<file path="src/rtl/sport_pkg.sv">
package sport_pkg;
   localparam int BYTE_W = 8;
   localparam int WORD_W = 9;
   localparam int N_IRQ  = 3;

   // status bit positions
   localparam int ST_RXC  = 7;
   localparam int ST_TXC  = 6;
   localparam int ST_DRE  = 5;
   localparam int ST_FE   = 4;
   localparam int ST_DOR  = 3;
   localparam int ST_UPE  = 2;
   localparam int ST_DBL  = 1;
   localparam int ST_MPCM = 0;

   // control B bit positions
   localparam int CB_RXIE = 7;
   localparam int CB_TXIE = 6;
   localparam int CB_DEIE = 5;
   localparam int CB_RXEN = 4;
   localparam int CB_TXEN = 3;
   localparam int CB_SZ2  = 2;
   localparam int CB_RB8  = 1;
   localparam int CB_TB8  = 0;

   localparam logic [BYTE_W-1:0] CTLC_RESET = 8'h06;

   typedef struct packed {
      logic rx_done;
      logic tx_done;
      logic data_empty;
   } flag_set_t;

   function automatic logic [3:0] decode_bits(input logic [2:0] code);
      return (code <= 3'd3) ? (4'd5 + {2'b00, code[1:0]}) : 4'd9;
   endfunction

   function automatic logic [BYTE_W-1:0] read_mask(input logic [3:0] bits);
      case (bits)
         4'd5:    return 8'h1F;
         4'd6:    return 8'h3F;
         4'd7:    return 8'h7F;
         default: return 8'hFF;
      endcase
   endfunction
endpackage

</file>
<file path="src/rtl/sport_ctrl.sv">
module sport_ctrl
   import sport_pkg::*;
#(
   parameter int DIV_W = 16
) (
   input  logic              clk,
   input  logic              rst_n,
   input  logic              wr_status,
   input  logic              wr_ctlb,
   input  logic              wr_ctlc,
   input  logic              wr_divl,
   input  logic              wr_divh,
   input  logic [BYTE_W-1:0] wdata,
   output logic [7:2]        ctlb,
   output logic              txb8,
   output logic [BYTE_W-1:0] ctlc,
   output logic [DIV_W-1:0]  divisor,
   output logic              dbl,
   output logic              mpcm,
   output logic              tx_en_rise,
   output logic              changed
);
   localparam int HI_W = DIV_W - BYTE_W;

   logic fmt_hit;

   assign tx_en_rise = wr_ctlb && wdata[CB_TXEN] && !ctlb[CB_TXEN];

   always_comb begin
      fmt_hit = wr_ctlc || wr_divl || wr_divh;
      if (wr_status && (wdata[ST_DBL] != dbl))
         fmt_hit = 1'b1;
      if (wr_ctlb && (wdata[CB_RXEN:CB_SZ2] != ctlb[CB_RXEN:CB_SZ2]))
         fmt_hit = 1'b1;
   end

   always_ff @(posedge clk or negedge rst_n) begin
      if (!rst_n) begin
         ctlb    <= '0;
         txb8    <= 1'b0;
         ctlc    <= CTLC_RESET;
         divisor <= '0;
         dbl     <= 1'b0;
         mpcm    <= 1'b0;
         changed <= 1'b0;
      end else begin
         changed <= fmt_hit;
         if (wr_status) begin
            dbl  <= wdata[ST_DBL];
            mpcm <= wdata[ST_MPCM];
         end
         if (wr_ctlb) begin
            ctlb <= wdata[7:2];
            txb8 <= wdata[CB_TB8];
         end
         if (wr_ctlc) ctlc <= wdata;
         if (wr_divl) divisor[BYTE_W-1:0] <= wdata;
         if (wr_divh) divisor[DIV_W-1:BYTE_W] <= wdata[HI_W-1:0];
      end
   end
endmodule

</file>
<file path="src/rtl/sport_flags.sv">
module sport_flags
   import sport_pkg::*;
(
   input  logic              clk,
   input  logic              rst_n,
   input  logic              data_wr,
   input  logic              data_rd,
   input  logic              st_wr,
   input  logic              st_w1c_tx,
   input  logic              tx_en_rise,
   input  logic              rx_accept,
   input  logic [WORD_W-1:0] rx_word,
   input  logic              rx_ferr,
   input  logic              rx_perr,
   input  logic              tx_done,
   output flag_set_t         flags,
   output logic              ferr,
   output logic              overrun,
   output logic              perr,
   output logic [WORD_W-1:0] rx_buf
);
   always_ff @(posedge clk or negedge rst_n) begin
      if (!rst_n) begin
         flags   <= '{rx_done: 1'b0, tx_done: 1'b0, data_empty: 1'b1};
         ferr    <= 1'b0;
         overrun <= 1'b0;
         perr    <= 1'b0;
         rx_buf  <= '0;
      end else begin
         // receive side: a new character wins over a read in the same cycle
         if (rx_accept) begin
            flags.rx_done <= 1'b1;
            rx_buf        <= rx_word;
            ferr          <= rx_ferr;
            perr          <= rx_perr;
            overrun       <= flags.rx_done;
         end else if (data_rd) begin
            flags.rx_done <= 1'b0;
         end
         // transmit side: a data write wins over engine events
         if (data_wr)
            flags.tx_done <= 1'b0;
         else if (tx_done)
            flags.tx_done <= 1'b1;
         else if (st_wr && st_w1c_tx)
            flags.tx_done <= 1'b0;
         if (data_wr)
            flags.data_empty <= 1'b0;
         else if (tx_done || tx_en_rise)
            flags.data_empty <= 1'b1;
      end
   end
endmodule

</file>
<file path="src/rtl/sport_irq.sv">
module sport_irq #(
   parameter int N   = 3,
   parameter bit REG = 1'b1
) (
   input  logic         clk,
   input  logic         rst_n,
   input  logic [N-1:0] flag,
   input  logic [N-1:0] enable,
   output logic [N-1:0] req
);
   for (genvar i = 0; i < N; i++) begin : g_line
      if (REG) begin : g_reg
         always_ff @(posedge clk or negedge rst_n) begin
            if (!rst_n) req[i] <= 1'b0;
            else        req[i] <= flag[i] & enable[i];
         end
      end else begin : g_comb
         assign req[i] = flag[i] & enable[i];
      end
   end
endmodule

</file>
<file path="src/rtl/sport_regfile.sv">
module sport_regfile
   import sport_pkg::*;
#(
   parameter int ADDR_W     = 3,
   parameter int DIV_W      = 16,
   parameter int OFF_STATUS = 0,
   parameter int OFF_CTLB   = 1,
   parameter int OFF_CTLC   = 2,
   parameter int OFF_DIVL   = 3,
   parameter int OFF_DIVH   = 4,
   parameter int OFF_DATA   = 5
) (
   input  logic              clk,
   input  logic              rst_n,
   input  logic [ADDR_W-1:0] bus_addr,
   input  logic              bus_wr,
   input  logic              bus_rd,
   input  logic [7:0]        bus_wdata,
   output logic [7:0]        bus_rdata,
   input  logic              rx_done,
   input  logic [8:0]        rx_word,
   input  logic              rx_ferr,
   input  logic              rx_perr,
   input  logic              tx_done,
   output logic              tx_load,
   output logic [8:0]        tx_word,
   output logic [3:0]        cfg_bits,
   output logic              cfg_parity_en,
   output logic              cfg_parity_odd,
   output logic              cfg_two_stop,
   output logic              cfg_dbl_speed,
   output logic              cfg_mpcm,
   output logic              cfg_rx_en,
   output logic              cfg_tx_en,
   output logic [DIV_W-1:0]  cfg_divisor,
   output logic              cfg_changed,
   output logic              irq_rx_done,
   output logic              irq_data_empty,
   output logic              irq_tx_done
);
   localparam int N_REGS = 6;
   localparam int SPAN   = 1 << ADDR_W;

   if (DIV_W <= BYTE_W || DIV_W > 2 * BYTE_W) begin : g_bad_div
      $error("DIV_W must lie in 9..16");
   end
   if (SPAN < N_REGS) begin : g_bad_addr
      $error("ADDR_W too small for the register set");
   end
   if (OFF_STATUS == OFF_CTLB || OFF_STATUS == OFF_CTLC || OFF_STATUS == OFF_DIVL ||
       OFF_STATUS == OFF_DIVH || OFF_STATUS == OFF_DATA || OFF_CTLB == OFF_CTLC ||
       OFF_CTLB == OFF_DIVL || OFF_CTLB == OFF_DIVH || OFF_CTLB == OFF_DATA ||
       OFF_CTLC == OFF_DIVL || OFF_CTLC == OFF_DIVH || OFF_CTLC == OFF_DATA ||
       OFF_DIVL == OFF_DIVH || OFF_DIVL == OFF_DATA || OFF_DIVH == OFF_DATA) begin : g_bad_map
      $error("register offsets must be distinct");
   end

   // decoded strobes
   logic sel_status, sel_ctlb, sel_ctlc, sel_divl, sel_divh, sel_data;
   assign sel_status = (32'(bus_addr) == OFF_STATUS);
   assign sel_ctlb   = (32'(bus_addr) == OFF_CTLB);
   assign sel_ctlc   = (32'(bus_addr) == OFF_CTLC);
   assign sel_divl   = (32'(bus_addr) == OFF_DIVL);
   assign sel_divh   = (32'(bus_addr) == OFF_DIVH);
   assign sel_data   = (32'(bus_addr) == OFF_DATA);

   logic [7:2]        ctlb;
   logic              txb8;
   logic [BYTE_W-1:0] ctlc;
   logic              tx_en_rise;
   flag_set_t         flags;
   logic              st_rxc, st_tc, st_dre;
   logic              st_fe, st_dor, st_upe;
   logic [WORD_W-1:0] rx_buf;
   logic              ie_rx, ie_tx, ie_de;

   sport_ctrl #(.DIV_W(DIV_W)) u_ctrl (
      .clk        (clk),
      .rst_n      (rst_n),
      .wr_status  (bus_wr && sel_status),
      .wr_ctlb    (bus_wr && sel_ctlb),
      .wr_ctlc    (bus_wr && sel_ctlc),
      .wr_divl    (bus_wr && sel_divl),
      .wr_divh    (bus_wr && sel_divh),
      .wdata      (bus_wdata),
      .ctlb       (ctlb),
      .txb8       (txb8),
      .ctlc       (ctlc),
      .divisor    (cfg_divisor),
      .dbl        (cfg_dbl_speed),
      .mpcm       (cfg_mpcm),
      .tx_en_rise (tx_en_rise),
      .changed    (cfg_changed)
   );

   assign cfg_rx_en      = ctlb[CB_RXEN];
   assign cfg_tx_en      = ctlb[CB_TXEN];
   assign ie_rx          = ctlb[CB_RXIE];
   assign ie_tx          = ctlb[CB_TXIE];
   assign ie_de          = ctlb[CB_DEIE];
   assign cfg_bits       = decode_bits({ctlb[CB_SZ2], ctlc[2:1]});
   assign cfg_parity_en  = ctlc[5];
   assign cfg_parity_odd = ctlc[4];
   assign cfg_two_stop   = ctlc[3];

   sport_flags u_flags (
      .clk        (clk),
      .rst_n      (rst_n),
      .data_wr    (bus_wr && sel_data),
      .data_rd    (bus_rd && sel_data),
      .st_wr      (bus_wr && sel_status),
      .st_w1c_tx  (bus_wdata[ST_TXC]),
      .tx_en_rise (tx_en_rise),
      .rx_accept  (rx_done && cfg_rx_en),
      .rx_word    (rx_word),
      .rx_ferr    (rx_ferr),
      .rx_perr    (rx_perr),
      .tx_done    (tx_done),
      .flags      (flags),
      .ferr       (st_fe),
      .overrun    (st_dor),
      .perr       (st_upe),
      .rx_buf     (rx_buf)
   );

   assign st_rxc = flags.rx_done;
   assign st_tc  = flags.tx_done;
   assign st_dre = flags.data_empty;

   logic [N_IRQ-1:0] irq_vec;
   sport_irq #(.N(N_IRQ), .REG(1'b1)) u_irq (
      .clk    (clk),
      .rst_n  (rst_n),
      .flag   ({st_rxc, st_tc, st_dre}),
      .enable ({ie_rx, ie_tx, ie_de}),
      .req    (irq_vec)
   );
   assign {irq_rx_done, irq_tx_done, irq_data_empty} = irq_vec;

   // transmit hand-off
   always_ff @(posedge clk or negedge rst_n) begin
      if (!rst_n) begin
         tx_load <= 1'b0;
         tx_word <= '0;
      end else begin
         tx_load <= bus_wr && sel_data;
         if (bus_wr && sel_data) tx_word <= {txb8, bus_wdata};
      end
   end

   // read mux
   always_comb begin
      bus_rdata = '0;
      if (sel_status)
         bus_rdata = {st_rxc, st_tc, st_dre, st_fe, st_dor, st_upe, cfg_dbl_speed, cfg_mpcm};
      else if (sel_ctlb)
         bus_rdata = {ctlb, rx_buf[WORD_W-1], txb8};
      else if (sel_ctlc)
         bus_rdata = ctlc;
      else if (sel_divl)
         bus_rdata = cfg_divisor[BYTE_W-1:0];
      else if (sel_divh)
         bus_rdata = BYTE_W'(cfg_divisor[DIV_W-1:BYTE_W]);
      else if (sel_data)
         bus_rdata = rx_buf[BYTE_W-1:0] & read_mask(cfg_bits);
   end
endmodule

</file>
<file path="config.mk">
export PLATFORM = sky130hd
export DESIGN_NAME = sport_regfile
export DESIGN_NICKNAME = d
export VERILOG_FILES = /design/src/rtl/sport_pkg.sv /design/src/rtl/sport_ctrl.sv /design/src/rtl/sport_flags.sv /design/src/rtl/sport_irq.sv /design/src/rtl/sport_regfile.sv
export SDC_FILE = /design/constraint.sdc
export NUM_CORES = 1
export LEC_CHECK = 0
export CAP_MARGIN = 10
export CORE_ASPECT_RATIO = 0.5
export CORE_UTILIZATION = 30
export DETAILED_ROUTE_END_ITERATION = 10
export SLEW_MARGIN = 10
export SYNTH_ARGS = -nofsm -noshare
export SYNTH_HDL_FRONTEND = slang
export SYNTH_HIERARCHICAL = 1
export SYNTH_SLANG_ARGS = --single-unit
</file>
<file path="constraint.sdc">
create_clock -name clk -period 2 [get_ports clk]
set_clock_uncertainty 0.2 [all_clocks]
set_input_delay 0.3 -clock clk [delete_from_list [all_inputs] [get_ports clk]]
set_output_delay 0.3 -clock clk [all_outputs]
set_load 0.02 [all_outputs]
</file>
# [Word level (Yosys, flattened, before mapping)]
# Index checks and enable logic that the tools add are counted.
[totals] regBits=62 input_bits=28 output_inout_bits=49 elab_cells=80
[op_classes] n_addsub=1 magnitude_cmp=1 n_eq_ne=10 n_mux=23 bitwise_logic=4 reduce_logical=21
[op_table] operator="$mux 8" n=12
[op_table] operator="$pmux 8 s3" n=1
[op_table] operator="$logic_and 1x1->1" n=13
[op_table] operator="$eq 4x3->1 const B" n=3
[op_table] operator="$mux 1" n=9
[op_table] operator="$and 8x8->8" n=1
[op_table] operator="$eq 3x2->1 const B" n=2
[op_table] operator="$eq 3x3->1 const B" n=2
[op_table] operator="$add 3x2->4 const A" n=1
[op_table] operator="$mux 4" n=1
[op_table] operator="$reduce_bool 2->1" n=2
[op_table] operator="$and 1x1->1" n=3
[op_table] operator="$eq 3x1->1 const B" n=1
[op_table] operator="$le 3x2->1 const B" n=1
[op_table] operator="$logic_not 3->1" n=1
[op_table] operator="$logic_or 1x1->1" n=3
[op_table] operator="$ne 3x3->1" n=1
[op_table] operator="$reduce_bool 3->1" n=1
[op_table] operator="$logic_not 1->1" n=1
[op_table] operator="$ne 1x1->1" n=1

# [Depth between registers and ports, before layout]
# Gate-level depths: netlist of run 1.
[logic_depth] word_depth=17 mapped_depth=10 ltp_nobuf=7

# [By module]
# Netlist of run 1, hierarchy kept.
[by_module_without_submodules] mod="sport_ctrl" n_inst=1 cells_per_inst=81 area_each_um2=1311.3 seq_area_each_um2=853.3
[by_module_without_submodules] mod="sport_regfile" n_inst=1 cells_per_inst=116 area_each_um2=1053.5 seq_area_each_um2=250.2
[by_module_without_submodules] mod="sport_flags" n_inst=1 cells_per_inst=35 area_each_um2=594.3 seq_area_each_um2=376.6
[by_module_without_submodules] mod="sport_irq" n_inst=1 cells_per_inst=6 area_each_um2=93.8 seq_area_each_um2=75.1

# [Least setup slack after synthesis of run 1]
# Ideal clock, no wire load.
[synth_timing] path_kind="register -> output" from="register u_ctrl.ctlc[2]" to="output port bus_rdata[5]" t_arrival_ps=1577 t_required_ps=1500 setup_slack_ps=-77 stages_incl_launch_ff=6 path_buffers=0 cell_sequence="dfstp_2 ha_1 o41ai_1 nor3_1 a221oi_1 o22ai_1"
[synth_between] elab_chain_cells=17 elab_cells_between_ends=20 classes_between="add/sub (1); order compare (1); eq/ne (3); mux (14); bitwise (1)"
[synth_rtl] item="start: declaration" line="sport_ctrl.sv:16" rtl="output logic [BYTE_W-1:0] ctlc,"
[synth_rtl] item="start signal: assignment" line="sport_ctrl.sv:56" rtl="if (wr_ctlc) ctlc <= wdata;"
[synth_rtl] item="$add 3x2->4 / $le 3x2->1 (equally long branches)" line="sport_pkg.sv:35" rtl="return (code <= 3'd3) ? (4'd5 + {2'b00, code[1:0]}) : 4'd9;"
[synth_rtl] item="$mux 4 *" line="sport_pkg.sv:35"
[synth_rtl] item="$eq 4x3->1" line="sport_pkg.sv:39" rtl="case (bits)"
[synth_rtl] item="$pmux 8 s3 *" line="sport_pkg.sv:39"
[synth_rtl] item="$mux 8 *" line="sport_regfile.sv:164" rtl="else if (sel_data)"
[synth_rtl] item="$mux 8 *" line="sport_regfile.sv:162" rtl="else if (sel_divh)"
[synth_rtl] item="$mux 8 *" line="sport_regfile.sv:160" rtl="else if (sel_divl)"
[synth_rtl] item="$mux 8 *" line="sport_regfile.sv:158" rtl="else if (sel_ctlc)"
[synth_rtl] item="$mux 8 *" line="sport_regfile.sv:156" rtl="else if (sel_ctlb)"
[synth_rtl] item="$mux 8 *" line="sport_regfile.sv:154" rtl="if (sel_status)"
[synth_rtl] item="$and 8x8->8 *" line="sport_regfile.sv:165" rtl="bus_rdata = rx_buf[BYTE_W-1:0] & read_mask(cfg_bits);"
[synth_rtl] item="$mux 8 *" line="sport_regfile.sv:164"
[synth_rtl] item="$mux 8 *" line="sport_regfile.sv:162"
[synth_rtl] item="$mux 8 *" line="sport_regfile.sv:160"
[synth_rtl] item="$mux 8 *" line="sport_regfile.sv:158"
[synth_rtl] item="$mux 8 *" line="sport_regfile.sv:156"
[synth_rtl] item="$mux 8 *" line="sport_regfile.sv:154"
[synth_rtl] item="end: declaration" line="sport_regfile.sv:19" rtl="output logic [7:0] bus_rdata,"
# Every way passes the cells marked *; elsewhere a longest branch is shown, timed or not. The select of a mux whose other input is x is not followed.

# [Worst setup path after layout of run 1]
# Ends and elaborated chain as after synthesis.

==> flow_metrics.tcl, run 1 <==
set metrics [dict create \
    ios 77 \
    htreeDepth 3 \
    p_comb_frac 0.349 \
    violations "negative setup slack" \
    synth_cells 238 \
    sw_frac_of_total 0.300 \
    drc 0 \
    drv_cap 0 \
    met3WireLength_um 355 \
    topRoutingLayerUsed "met4" \
    critPathLaunchType "register" \
    drt-total-wl_mm 8.86 \
    nFillCells 845 \
    clkPwrFrac 0.316 \
    wl_met2_mm 4.21 \
    core_mm2 0.00967 \
    setup_slack_ps -371 \
    p_seq_frac 0.336 \
    rows 25 \
    synth_edf_count 0 \
    worstPathCellList "ha_4 > o41ai_4 > nor3_2 > a221oi_2 > o22ai_2 > buf_6" \
    grt_overflow 0 \
    antennaDiodeCount 0 \
    syn-num-nets 267 \
    place_hpwl_mm 6.27 \
    nets 402 \
    ys_warn_count 6 \
    syn_area_mm2 0.00305 \
    p_leak_uw 0.00213 \
    gp_congestion 0.792 \
    critical-path-slowest-cell "dfstp_2" \
    min_path_type "primary input to asynchronous set/reset pin" \
    dieArea_mm2 0.0106 \
    die_x_um 145 \
    postLayoutCoreUtil 0.502 \
    path_depth 6 \
    cts_tree "built" \
    ff2ff_path_depth 4 \
    switching_power_uw 1600 \
    end_kind "output pin" \
    yosysSeqAreaShare 0.509 \
    worstPathRequired_ps 1500 \
    dr.pass1.iters 4 \
    grt_max_degree 63 \
    fin_crit_ps 2370 \
    clkSlewWorstSetupHoldPaths_ps 50 \
    cp_max_fo 3 \
    crit_arrival_ps 1870 \
    die_height_um 73.3 \
    finalInstanceArea_mm2 0.00485 \
    io_buffers 76 \
    num_vias 2432 \
    hold_viol_final 0 \
    rsz0062_at_grt "yes" \
    cts.sinks 62 \
    intPower_uw 3730 \
    async_flop_share 1.00 \
    synthFlopType "dfrtp_1" \
    synth_area_per_cell_um2 12.8 \
    ir_worst_vdd_mv 0.457 \
    relSlewSlack 0.708 \
    floorplan.initialDensity 0.316 \
    drive_gt1_frac 0.468 \
    status "finished with violations" \
    worstMarginPinSlew_ps 434 \
    synthDistinctLibCells 46 \
    drv_slew 0 \
    clk_latency_ps 330 \
    cts_buffers 9 \
    p_per_area_mw_per_mm2 1100 \
    placed_area_mm2 0.00433 \
    routedWlPerCell_um 17.3 \
    critPathTopFamily "flip-flops" \
    cts_root_buf "clkbuf_16" \
    antenna_found_initial 0 \
    period_share 1.19 \
    crit_path_max_incr_delay_ps 550 \
    crit_buf_inv 1 \
    ys_seq_elements 62 \
    fmax_ghz 0.422 \
    worstSetupPathType "register to output pin" \
    grt_pass1_wl_mm 13.8 \
    viasPerCell 4.74 \
    ant_nets 0 \
    clockBufferDepth 2 \
    grt.total_usage 0.180 \
    route.layer.met1.wl_mm 4.10 \
    setup_viol 8 \
    grt_pass1_vias 2522 \
    syn_to_final_growth_pct 58.8 \
    drt_iter0_drc 95 \
]
repair_timing:
item / 4_1_cts / 5_1_grt
setup endpoints to repair: 43 / 12
hold buffers: 1 / 0
cloned: 1 / 0
pin swaps: 14 / 9
hold endpoints to repair: 59 / 0
gates resized for setup: 74 / 30
buffers inserted: 2 / 6
power groups by stage:
stage / Clock [uW] / Sequential [uW] / Combinational [uW]
after global routing: 1770 / 1820 / 1980
after floorplan: 0 / 1960 / 677
after global placement: 0 / 1780 / 1700
after detailed placement: 0 / 1790 / 1740
after CTS: 1710 / 1780 / 1770
final: 1680 / 1790 / 1860
layout by cell type, fill, tap and decap left out, types with 4 or more instances in the layout:
cell / Yosys / final
buf_4: 3 / 58
mux2_4: 11 / 13
inv_2: 2 / 4
mux2_2: 41 / 41
a21oi_1: 6 / 6
nand2_1: 8 / 8
buf_6: 4 / 9
dfrtp_1: 59 / 59
nor2_1: 15 / 14
and2_1: 6 / 5
a221oi_2: 1 / 4
mux2_1: 7 / 5
nor3_1: 7 / 5
clkdlybuf4s50_1: 0 / 59
inv_1: 7 / 5
mux2i_1: 4 / 4
clkbuf_16: 0 / 9
xor2_1: 4 / 4
nor2b_1: 4 / 4
buf_12: 0 / 4
Yosys cell counts (all sizes together) (4+ instances only):
cell	n	area (um^2)
nor2b	5	38.8
nand2	8	30.0
mux2i	4	40.0
mux2	59	706
and2	6	37.5
nor2	15	56.3
inv	9	33.8
o21ai	4	20.0
xor2	4	35.0
a21oi	7	38.8
a221oi	4	41.3
nor3	7	35.0
nor3b	4	35.0
dfrtp	59	1480
buf	13	97.6
kinds of logic (layout without fill, tap and decap cells):
family,count (synthesis),count (layout),share of synthesized area
multiplexers,64,64,0.253
AND/OR/NAND/NOR,51,51,0.0930
AO/OA/AOI/OAI,34,34,0.0861
XOR/XNOR,4,4,0.0115
flip-flops,62,62,0.509
adder cells (fa/ha/maj),1,1,0.00410
buffers and inverters,22,162,0.0430
routing by layer:
layer	vias up	track usage
li1	1138	-
met2	56	0.287
met3	17	0.0417
met5	-	0
met4	0	0.0749
met1	1221	0.239
worst paths after layout:
| check | from | end | slack, ps |
|---|---|---|---|
| max in group asynchronous | rst_n | u_flags/flags[0]$_DFFE_PN1P_ | 970 |
| worst max register to register | u_ctrl/ctlb[4]$_DFFE_PN0P_ | u_flags/rx_buf[2]$_DFFE_PN0P_ | 520 |
| worst max-delay path | u_ctrl/ctlc[2]$_DFFE_PN1P_ | bus_rdata[5] | -370 |
| min in group clk | tx_word[4]$_DFFE_PN0P_ | tx_word[4]$_DFFE_PN0P_ | 290 |
| worst min-delay path | rst_n | tx_word[6]$_DFFE_PN0P_ | 290 |
| worst min register to register | tx_word[4]$_DFFE_PN0P_ | tx_word[4]$_DFFE_PN0P_ | 290 |
per-stage QoR:
| stage | total power [uW] | std cells | setup TNS (ps) | worst slack, ps | hold slack (ps) |
|---|---|---|---|---|---|
| 6_report | 5330 | 513 | -1680 | -371 | 287 |
| 4_1_cts | 5270 | 508 | -1790 | -401 | 297 |
| 2_1_floorplan | 2630 | 238 | -40.1 | -40.1 | -196 |
| 3_3_place_gp | 3480 | 488 | -21640 | -750 | 131 |
| 5_1_grt | 5570 | 513 | -2280 | -456 | 311 |
| 3_5_place_dp | 3520 | 488 | -22800 | -737 | 136 |
state kept, by name, summed over array words and instances, names as in the netlist:
| name | cells |
|---|---|
| u_flags/overrun | 1 |
| u_ctrl/txb8 | 1 |
| tx_load | 1 |
| u_irq/req | 3 |
| u_ctrl/changed | 1 |
| u_flags/rx_buf | 9 |
| u_ctrl/divisor | 16 |
| u_ctrl/dbl | 1 |
| u_ctrl/ctlc | 8 |
| u_ctrl/ctlb | 6 |
| tx_word | 9 |
| u_flags/perr | 1 |
| u_flags/ferr | 1 |
| u_ctrl/mpcm | 1 |
| u_flags/flags | 3 |
final cells by class:
type | instances | area (um^2) | share of cell area
Tap cell | 135 | 169 | 0.0348
Multi-Input combinational cell | 154 | 1480 | 0.306
Inverter | 9 | 33.8 | 0.00697
Clock inverter | 6 | 85.1 | 0.0175
Clock buffer | 10 | 239 | 0.0493
Timing Repair Buffer | 137 | 1280 | 0.265
Sequential cell | 62 | 1560 | 0.321
worst register-to-register path: cells and delay by family, from the launching register on:
kind | cells | cell delay (ps)
buffers and inverters | 2 | 300
AND/OR/NAND/NOR | 1 | 160
flip-flops | 1 | 350
multiplexers | 1 | 350
Note: power is estimated with default switching activity, not from simulation.
==> run 2, diff against run 1 <==
- GPL_TIMING_DRIVEN: unset -> 0
==> flow_metrics.tcl, run 2 (synthesized netlist as in run 1, its figures left out) <==
set metrics [dict create \
    critPathLaunchType "register" \
    floorplan.initialDensity 0.316 \
    hold_path_end "tx_word[4]$_DFFE_PN0P_" \
    cts_buffers 9 \
    worstSetupPathType "register to output pin" \
    ant_nets 0 \
    violations "negative setup slack" \
    multi_input_area_mm2 0.00149 \
    final_common_cell "clkdlybuf4s50_1" \
    largest_register_ffs 16 \
    drv_slew 0 \
    period_share 1.19 \
    drc 0 \
    grt.total_usage 0.170 \
    clockBufferDepth 2 \
    cts_tree "built" \
    hold_viol_final 0 \
    seq_area_mm2 0.00156 \
    worstPathRequired_ps 1500 \
    io_buffers 75 \
    place_hpwl_mm 5.75 \
    syn_to_final_growth_pct 48.5 \
    rsz0062_at_grt "yes" \
    critPathLaunch "u_ctrl/ctlc[2]$_DFFE_PN1P_" \
    ff2ff_setup_slack_ps 400 \
    htreeDepth 3 \
    r2r_end "u_flags/ferr$_DFFE_PN0P_" \
    relSlewSlack 0.481 \
    holdPathStages 1 \
    antennaDiodeCount 0 \
    nFillCells 860 \
    die_x_um 145 \
    min_path_type "register to register" \
    cts_root_buf "clkbuf_16" \
    layout_common_cells "clkdlybuf4s50_1 (60), dfrtp_1 (58), mux2_2 (41), buf_4 (27), nor2_1 (15)" \
    dieArea_mm2 0.0106 \
    drt-total-wl_mm 8.45 \
    hold_start "tx_word[4]$_DFFE_PN0P_" \
    gp_congestion 0.765 \
    setup_slack_ps -389 \
    drt_iter0_drc 82 \
    grt_pass1_vias 2379 \
    worstMarginPinSlew_ps 779 \
    ios 77 \
    fmax_ghz 0.419 \
    crit_arrival_ps 1890 \
    end_kind "output pin" \
    setup-tns-final_ps -1470 \
    die_height_um 73.3 \
    nets 372 \
    dr.pass1.iters 4 \
    largest_register "u_ctrl/divisor" \
    num_vias 2309 \
    p_per_area_mw_per_mm2 1130 \
    drv_cap 0 \
    drive_gt1_frac 0.414 \
    grt_overflow 0 \
    ff2ff_path_depth 4 \
    cts.sinks 62 \
    setup_viol 8 \
    p_leak_uw 0.00195 \
    antenna_found_initial 0 \
    cp_max_fo 3 \
    ir_worst_vdd_mv 0.401 \
    routedWlPerCell_um 17.5 \
    grt_pass1_wl_mm 13.0 \
    viasPerCell 4.78 \
    core_mm2 0.00967 \
    postLayoutCoreUtil 0.469 \
    status "finished with violations" \
    top_regs "u_ctrl/divisor: 16 flops, tx_word: 9 flops, u_flags/rx_buf: 9 flops" \
    grt_max_degree 63 \
    fin_crit_ps 2390 \
    rows 25 \
    clk_latency_ps 340 \
    r2r-start "u_ctrl/ctlb[4]$_DFFE_PN0P_" \
    clkSlewWorstSetupHoldPaths_ps 50 \
]
[run 2: changes by cell type in the layout (fill, tap and decap cells not counted), moves of 2 or more]
cell,delta
buf_2,+5
inv_2,-2
inv_1,+2
clkbuf_1,+2
buf_12,-4
buf_4,-31
clkinvlp_4,-2
[run 2: through the flow]
step	hold WS [ps]	area (um^2)	setup slack [ps]	cells	power, uW
after global routing	316	4530	-474	483	5350
final	293	4530	-389	483	5110
after floorplan	-196	3080	-40.1	238	2630
after detailed placement	230	4000	-862	448	3350
after global placement	275	4000	-1510	448	3330
after CTS	296	4380	-413	472	5040
[run 2: worst max path at each step]
stage / end / slack, ps / cells past startpoint
final: bus_rdata[5] / -390 / 6
after global routing: bus_rdata[5] / -470 / 6
after CTS: bus_rdata[5] / -410 / 6
after detailed placement: bus_rdata[6] / -860 / 7
after global placement: tx_word[7]$_DFFE_PN0P_ / -1510 / 1
after floorplan: bus_rdata[5] / -40 / 5
[run 2: critical path, stage by stage, from the launching register on]
cell and delay, ps:
dfstp_2 560, ha_4 220, o41ai_4 240, nor3_2 80, a221oi_2 220, o22ai_2 110, buf_6 140
[run 2: report_power, final]
| part | internal (uW) | leakage [uW] | switching [uW] | total [uW] |
|---|---|---|---|---|
| clock | 1080 | 0.000153 | 529 | 1610 |
| sequential | 1560 | 0.000734 | 254 | 1820 |
| combinational | 933 | 0.00106 | 752 | 1690 |
| total | 3580 | 0.00195 | 1530 | 5110 |
[run 2: area by class of cell]
cell class	instances	share of cell area
multi-input cells	154	0.328
well taps	135	0.0373
flip-flops and latches	62	0.343
inverters	9	0.00745
plain buffers	13	0.0229
clock inverters	5	0.0166
clock buffers	11	0.0513
repair buffers	94	0.193
[run 2: timing repair]
| item | in CTS | in global routing |
|---|---|---|
| hold buffers | 1 | 0 |
| pin swaps | 12 | 8 |
| hold endpoints to repair | 59 | 0 |
| resized for setup | 72 | 19 |
| buffers inserted | 7 | 11 |
| endpoints found under the setup margin | 48 | 43 |
[run 2: metal layers]
layer | part of all wire | GRT usage
met4 | 0.015 | 0.0632
met5 | 0 | 0
met2 | 0.48 | 0.258
met1 | 0.47 | 0.234
met3 | 0.033 | 0.0443
